### config.mk
export PLATFORM = sky130hd
export DESIGN_NAME = tone_host_ctrl
export DESIGN_NICKNAME = d
export VERILOG_FILES = /design/src/rtl/tone_host_pkg.sv /design/src/rtl/tone_host_regs.sv /design/src/rtl/tone_host_burst.sv /design/src/rtl/tone_host_irq.sv /design/src/rtl/tone_host_ctrl.sv
export SDC_FILE = /design/constraint.sdc
export NUM_CORES = 1
export LEC_CHECK = 0
export ABC_CLOCK_PERIOD_IN_PS = 2000
export BUFFER_PORTS_ARGS = -buffer_cell sky130_fd_sc_hd__buf_2
export CELL_PAD_IN_SITES_DETAIL_PLACEMENT = 1
export CELL_PAD_IN_SITES_GLOBAL_PLACEMENT = 2
export CORE_ASPECT_RATIO = 0.9
export CORE_MARGIN = 4
export CORE_UTILIZATION = 40
export DETAILED_ROUTE_END_ITERATION = 8
export PLACE_DENSITY = 0.85
export REMOVE_ABC_BUFFERS = 1
export SYNTH_ARGS = -nofsm -noshare
export SYNTH_HDL_FRONTEND = slang
export SYNTH_HIERARCHICAL = 1
export SYNTH_SLANG_ARGS = --single-unit
### constraint.sdc
create_clock -name clk -period 2 [get_ports clk]
set_input_delay 0.4 -clock clk [delete_from_list [all_inputs] [get_ports clk]]
set_output_delay 0.4 -clock clk [all_outputs]
set_load 0.01 [all_outputs]
### src/rtl/tone_host_pkg.sv
package tone_host_pkg;
  localparam int REG_W = 4;

  typedef enum logic [1:0] {
    PH_IDLE = 2'd0,
    PH_TONE = 2'd1,
    PH_GAP  = 2'd2
  } burst_phase_e;

  // control A: bit3 redirect, bit2 irq enable, bit1 call-progress, bit0 tone out
  typedef struct packed {
    logic redir;
    logic irq_en;
    logic cp_mode;
    logic tone_out;
  } ctrl_a_t;

  // control B: bit3 column, bit2 single, bit1 test, bit0 continuous (not burst)
  typedef struct packed {
    logic column;
    logic single;
    logic test;
    logic cont;
  } ctrl_b_t;
endpackage

### src/rtl/tone_host_regs.sv
module tone_host_regs
  import tone_host_pkg::*;
(
  input  logic             clk,
  input  logic             rst_n,
  input  logic             wr_ctl,
  input  logic [REG_W-1:0] wdata,
  output ctrl_a_t          ctrl_a,
  output ctrl_b_t          ctrl_b
);
  ctrl_a_t a_q, a_d;
  ctrl_b_t b_q, b_d;
  logic    redir_q, redir_d;

  always_comb begin
    a_d     = a_q;
    b_d     = b_q;
    redir_d = redir_q;
    if (wr_ctl) begin
      if (redir_q) begin
        b_d     = ctrl_b_t'(wdata);
        redir_d = 1'b0;
      end else begin
        a_d     = ctrl_a_t'(wdata);
        redir_d = wdata[3];
      end
    end
  end

  always_ff @(posedge clk or negedge rst_n) begin
    if (!rst_n) begin
      a_q     <= '0;
      b_q     <= '0;
      redir_q <= 1'b0;
    end else if (wr_ctl) begin
      a_q     <= a_d;
      b_q     <= b_d;
      redir_q <= redir_d;
    end
  end

  assign ctrl_a = a_q;
  assign ctrl_b = b_q;


  redir_once_chk: assert property (@(posedge clk) disable iff (!rst_n)
    (wr_ctl && redir_q) |=> (!redir_q && $stable(a_q)));
endmodule

### src/rtl/tone_host_burst.sv
module tone_host_burst
  import tone_host_pkg::*;
#(
  parameter int BURST_TICKS = 1000,
  localparam int CNT_W = $clog2(2*BURST_TICKS + 1)
) (
  input  logic             clk,
  input  logic             rst_n,
  input  logic             burst_mode,
  input  logic             cp_mode,
  input  logic             tx_wr,
  input  logic [REG_W-1:0] tx_wdata,
  output logic [REG_W-1:0] tx_code,
  output logic             tone_active,
  output logic             ready,
  output logic             ready_evt
);
  localparam logic [CNT_W-1:0] LEN_BASE = CNT_W'(BURST_TICKS);

  burst_phase_e     phase_q, phase_d;
  logic [CNT_W-1:0] cnt_q, cnt_d;
  logic [CNT_W-1:0] len_q, len_d;
  logic [REG_W-1:0] code_q, code_d;
  logic             ready_q, ready_d;
  logic             accept, last;

  assign accept = tx_wr && (!burst_mode || phase_q == PH_IDLE);
  assign last   = (cnt_q == len_q - 1'b1);

  always_comb begin
    phase_d   = phase_q;
    cnt_d     = cnt_q;
    len_d     = len_q;
    code_d    = code_q;
    ready_d   = ready_q;
    ready_evt = 1'b0;
    if (accept) code_d = tx_wdata;
    if (!burst_mode) begin
      phase_d = PH_IDLE;
      cnt_d   = '0;
      ready_d = 1'b1;
    end else begin
      unique case (phase_q)
        PH_IDLE: if (accept) begin
          phase_d = PH_TONE;
          cnt_d   = '0;
          len_d   = cp_mode ? (LEN_BASE << 1) : LEN_BASE;
          ready_d = 1'b0;
        end
        PH_TONE: if (last) begin
          phase_d = PH_GAP;
          cnt_d   = '0;
        end else cnt_d = cnt_q + 1'b1;
        PH_GAP: if (last) begin
          phase_d   = PH_IDLE;
          cnt_d     = '0;
          ready_d   = 1'b1;
          ready_evt = 1'b1;
        end else cnt_d = cnt_q + 1'b1;
        default: phase_d = PH_IDLE;
      endcase
    end
  end

  always_ff @(posedge clk or negedge rst_n) begin
    if (!rst_n) begin
      phase_q <= PH_IDLE;
      cnt_q   <= '0;
      len_q   <= LEN_BASE;
      code_q  <= '0;
      ready_q <= 1'b1;
    end else begin
      phase_q <= phase_d;
      cnt_q   <= cnt_d;
      len_q   <= len_d;
      code_q  <= code_d;
      ready_q <= ready_d;
    end
  end

  assign tx_code     = code_q;
  assign tone_active = (phase_q == PH_TONE);
  assign ready       = ready_q;


  cnt_bound_chk: assert property (@(posedge clk) disable iff (!rst_n)
    (phase_q != PH_IDLE) |-> (cnt_q < len_q));

  busy_not_ready_chk: assert property (@(posedge clk) disable iff (!rst_n)
    (phase_q != PH_IDLE) |-> !ready_q);

  ignore_busy_chk: assert property (@(posedge clk) disable iff (!rst_n)
    (burst_mode && phase_q != PH_IDLE && tx_wr) |=> $stable(code_q));
endmodule

### src/rtl/tone_host_irq.sv
module tone_host_irq
  import tone_host_pkg::*;
(
  input  logic             clk,
  input  logic             rst_n,
  input  logic             ready_evt,
  input  logic             ready,
  input  logic             rx_valid,
  input  logic [REG_W-1:0] rx_code,
  input  logic             irq_en,
  input  logic             stat_rd,
  input  logic             test_sel,
  input  logic             rx_steer,
  output logic [REG_W-1:0] rx_data,
  output logic [REG_W-1:0] status,
  output logic             irq_n
);
  logic             irq_q, irq_d;
  logic             rxe_q, rxe_d;
  logic             txe_q, txe_d;
  logic [REG_W-1:0] rxd_q;

  always_comb begin
    irq_d = irq_q;
    rxe_d = rxe_q;
    txe_d = txe_q;
    if (stat_rd) begin
      irq_d = 1'b0;
      rxe_d = 1'b0;
      txe_d = 1'b0;
    end
    if (ready_evt) begin
      txe_d = 1'b1;
      if (irq_en) irq_d = 1'b1;
    end
    if (rx_valid) begin
      rxe_d = 1'b1;
      if (irq_en) irq_d = 1'b1;
    end
  end

  always_ff @(posedge clk or negedge rst_n) begin
    if (!rst_n) begin
      irq_q <= 1'b0;
      rxe_q <= 1'b0;
      txe_q <= 1'b0;
    end else begin
      irq_q <= irq_d;
      rxe_q <= rxe_d;
      txe_q <= txe_d;
    end
  end

  always_ff @(posedge clk or negedge rst_n) begin
    if (!rst_n)        rxd_q <= '0;
    else if (rx_valid) rxd_q <= rx_code;
  end

  assign rx_data = rxd_q;
  assign status  = {txe_q, rxe_q, ready, irq_q};
  assign irq_n   = test_sel ? ~rx_steer : ~irq_q;


  rd_clear_chk: assert property (@(posedge clk) disable iff (!rst_n)
    (stat_rd && !ready_evt && !rx_valid) |=> !irq_q);

  irq_src_chk: assert property (@(posedge clk) disable iff (!rst_n)
    $rose(irq_q) |-> $past(irq_en && (ready_evt || rx_valid)));
endmodule

### src/rtl/tone_host_ctrl.sv
module tone_host_ctrl
  import tone_host_pkg::*;
#(
  parameter int BURST_TICKS = 1000
) (
  input  logic       clk,
  input  logic       rst_n,
  input  logic       cs_n,
  input  logic       rw,
  input  logic       rs,
  input  logic [3:0] wdata,
  output logic [3:0] rdata,
  input  logic       rx_valid,
  input  logic [3:0] rx_code,
  input  logic       rx_steer,
  output logic       tone_en,
  output logic [3:0] tone_code,
  output logic       tone_single,
  output logic       tone_column,
  output logic       irq_n
);
  logic [1:0]       rst_sync_q;
  logic             rst_n_i;
  logic             wr_ctl, wr_tx, rd_stat;
  ctrl_a_t          ctrl_a;
  ctrl_b_t          ctrl_b;
  logic             tone_active, ready, ready_evt;
  logic [REG_W-1:0] rx_data, status;

  always_ff @(posedge clk or negedge rst_n) begin
    if (!rst_n) rst_sync_q <= 2'b00;
    else        rst_sync_q <= {rst_sync_q[0], 1'b1};
  end
  assign rst_n_i = rst_sync_q[1];

  assign wr_ctl  = !cs_n && !rw && rs;
  assign wr_tx   = !cs_n && !rw && !rs;
  assign rd_stat = !cs_n && rw && rs;

  tone_host_regs u_regs (
    .clk    (clk),
    .rst_n  (rst_n_i),
    .wr_ctl (wr_ctl),
    .wdata  (wdata),
    .ctrl_a (ctrl_a),
    .ctrl_b (ctrl_b)
  );

  tone_host_burst #(.BURST_TICKS(BURST_TICKS)) u_burst (
    .clk         (clk),
    .rst_n       (rst_n_i),
    .burst_mode  (!ctrl_b.cont),
    .cp_mode     (ctrl_a.cp_mode),
    .tx_wr       (wr_tx),
    .tx_wdata    (wdata),
    .tx_code     (tone_code),
    .tone_active (tone_active),
    .ready       (ready),
    .ready_evt   (ready_evt)
  );

  tone_host_irq u_irq (
    .clk       (clk),
    .rst_n     (rst_n_i),
    .ready_evt (ready_evt),
    .ready     (ready),
    .rx_valid  (rx_valid),
    .rx_code   (rx_code),
    .irq_en    (ctrl_a.irq_en),
    .stat_rd   (rd_stat),
    .test_sel  (ctrl_b.test && !ctrl_a.cp_mode),
    .rx_steer  (rx_steer),
    .rx_data   (rx_data),
    .status    (status),
    .irq_n     (irq_n)
  );

  always_comb begin
    rdata = '0;
    if (!cs_n && rw) rdata = rs ? status : rx_data;
  end

  assign tone_en     = ctrl_a.tone_out && (ctrl_b.cont || tone_active);
  assign tone_single = ctrl_b.single;
  assign tone_column = ctrl_b.column;


  reset_quiet_chk: assert property (@(posedge clk) !rst_n_i |-> (tone_en == 1'b0));
endmodule

==> qor.yml <==
cts_max_level: 2
grt_pass1_wl_um: 7780
p_sw_w: 0.000818
rsz0062_at_grt: "true"
dp_cells: 272
io_buffers: 26
gp_congestion: 0.775
drv_slew: 0
fin_area_mm2: 0.00240
crit_path_end_kind: "flip-flop"
fin_nets: 238
final_cell_mix: "dfrtp_1 (35), buf_2 (26), nor2_1 (15)"
cts-buffers-inserted: 5
worst_hold_path_type: "flip-flop to asynchronous set/reset pin"
grt_use_met3: 0.0455
antenna_left: 0
final_core_util: 0.496
hold_viol_final: 0
holdWs_ns: 0.288
drtIter0Drc: 71
start_util: 0.413
drc: 0
dp_hpwl_um: 3480
ios: 27
insertion_delay_ns: 0.28
crit_path_cell_trace: "inv_2, ha_4, xor2_2, nand2_1, nor4_4, nor3_2, mux2_4"
r2r_slack_ns: 0.004
num_rows: 24
placed_area_mm2: 0.00224
internal-power_w: 0.00158
clockBufferDepth: 2
diodes: 0
clock_sinks: 37
arrival_ns: 2.16
num_vias: 1458
final.min_clock_period_ns: 2.00
cpPeakStageDelay_ns: 0.54
seqCellArea_um2: 928
vdd_ir_drop_max_mv: 0.639
ys_warn_count: 6
firstDrtPassIters: 4
cap_viol_max_count: 0
power_density_mw_per_mm2: 1000
p_leak_nw: 1.12
tritoncts: "done"
viasPerCell: 5.17
status: "finished, final reports clean"
grt_start_max_net_pins: 36
start_kind: "flip-flop"
die_h_um: 75.0
post_drt_wl_per_cell_um: 15.8
seqPwrFrac: 0.422
grt-busiest-layer: "met2"
cts_root_buf: "clkbuf_8"
power_frac_comb: 0.365
fin_crit_sh: 0.998
syn_area_per_cell_um2: 11.3
use_met2: 0.292
clock.fmax_ghz: 0.501
finalNonFillerCells: 282
grt_usage: 0.168
drive_gt1_frac: 0.392
die_area_mm2: 0.00618
final_common_cell: "dfrtp_1"
antenna_found_initial: 0
fillers: 545
clk_pin_slew_worst_paths_ns: 0.08
swShare: 0.341
required_ns: 2.17
wl_um: 4470
fp.coreArea_mm2: 0.00483
crit_fanout: 4
cp_slowest_cell: "dfstp_2"
syn_inst: 177
grt.met1_usage: 0.203
p_clk_frac: 0.213
timing.setup.tns_ns: 0
dieWidth_um: 82.5
finalSetupViolCount: 0
multiInputGateArea_mm2: 0.00102
overflow: 0
syn-cell-area_mm2: 0.00200
grt_pass1_vias: 1652
syn2layout_area_growth_pct: 20.1
clock_skew_ns: 0.00584
path_class: "flip-flop to flip-flop"
==> flip-flops by register name, indices dropped and copies added, names as in the netlist, 2 cells and up <==
name / cells
u_irq/rx_data: 4
u_burst/tx_code: 4
u_burst/len_q: 2
u_regs/ctrl_a: 3
u_burst/cnt_q: 11
u_burst/phase_q: 2
rst_sync_q: 2
u_regs/ctrl_b: 4
==> worst max-delay path, delay by kind of cell, from the launching register on <==
family	cells	cell delay [ns]
AND/OR/NAND/NOR	3	0.60
flip-flops	1	0.54
multiplexers	1	0.28
adder cells (fa/ha/maj)	1	0.26
XOR/XNOR	1	0.14
buffers and inverters	1	0.05
==> power groups by stage <==
stage	Clock, W	Combinational (W)	Sequential (W)
6_report	0.000512	0.000876	0.00101
5_1_grt	0.000569	0.000981	0.00104
4_1_cts	0.000527	0.000858	0.00101
3_5_place_dp	0	0.000814	0.00102
3_3_place_gp	0	0.000769	0.00101
2_1_floorplan	0	0.000484	0.00103
==> per-layer routing <==
metal  up-vias  part of all wire
met1       737              0.43
met5         -                 0
met3         5             0.038
met2        22              0.52
li1        694                 -
met4         0            0.0094
==> metrics by stage <==
step	worst slack, ns	total power [W]
floorplan	-0.0628	0.00152
global placement	-0.000133	0.00178
detailed placement	-0.0616	0.00184
CTS	-0.0238	0.00240
global route	-0.117	0.00259
finish	0.00401	0.00240
==> area by class of cell <==
class                   instances  area share
multi-input cells             122       0.427
flip-flops and latches         37       0.387
repair buffers                 40      0.0992
well taps                      65      0.0339
clock buffers                   6      0.0303
inverters                      10      0.0157
clock inverters                 2     0.00627
==> path summary, 6_finish.rpt <==
check	end	cells after the start	from
worst min-delay path	u_burst/cnt_q[10]	1	rst_sync_q[1]
min in group clk	u_irq/rx_data[1]	2	rx_code[1]
worst min register to register	u_burst/cnt_q[10]	1	rst_sync_q[1]
max in group asynchronous	u_burst/ready	1	rst_sync_q[1]
worst max register to register	u_burst/cnt_q[0]	7	u_burst/len_q[5]
worst max-delay path	u_burst/cnt_q[0]	7	u_burst/len_q[5]
==> repair_timing <==
item | in CTS | in global routing
resized for setup | 5 | 8
setup endpoints to repair | 7 | 17
endpoints found under the hold margin | 2 | 0
buffers inserted | 1 | 0
pin swaps | 4 | 1
hold buffers | 1 | 0
Power figures use the tool's default switching activity.
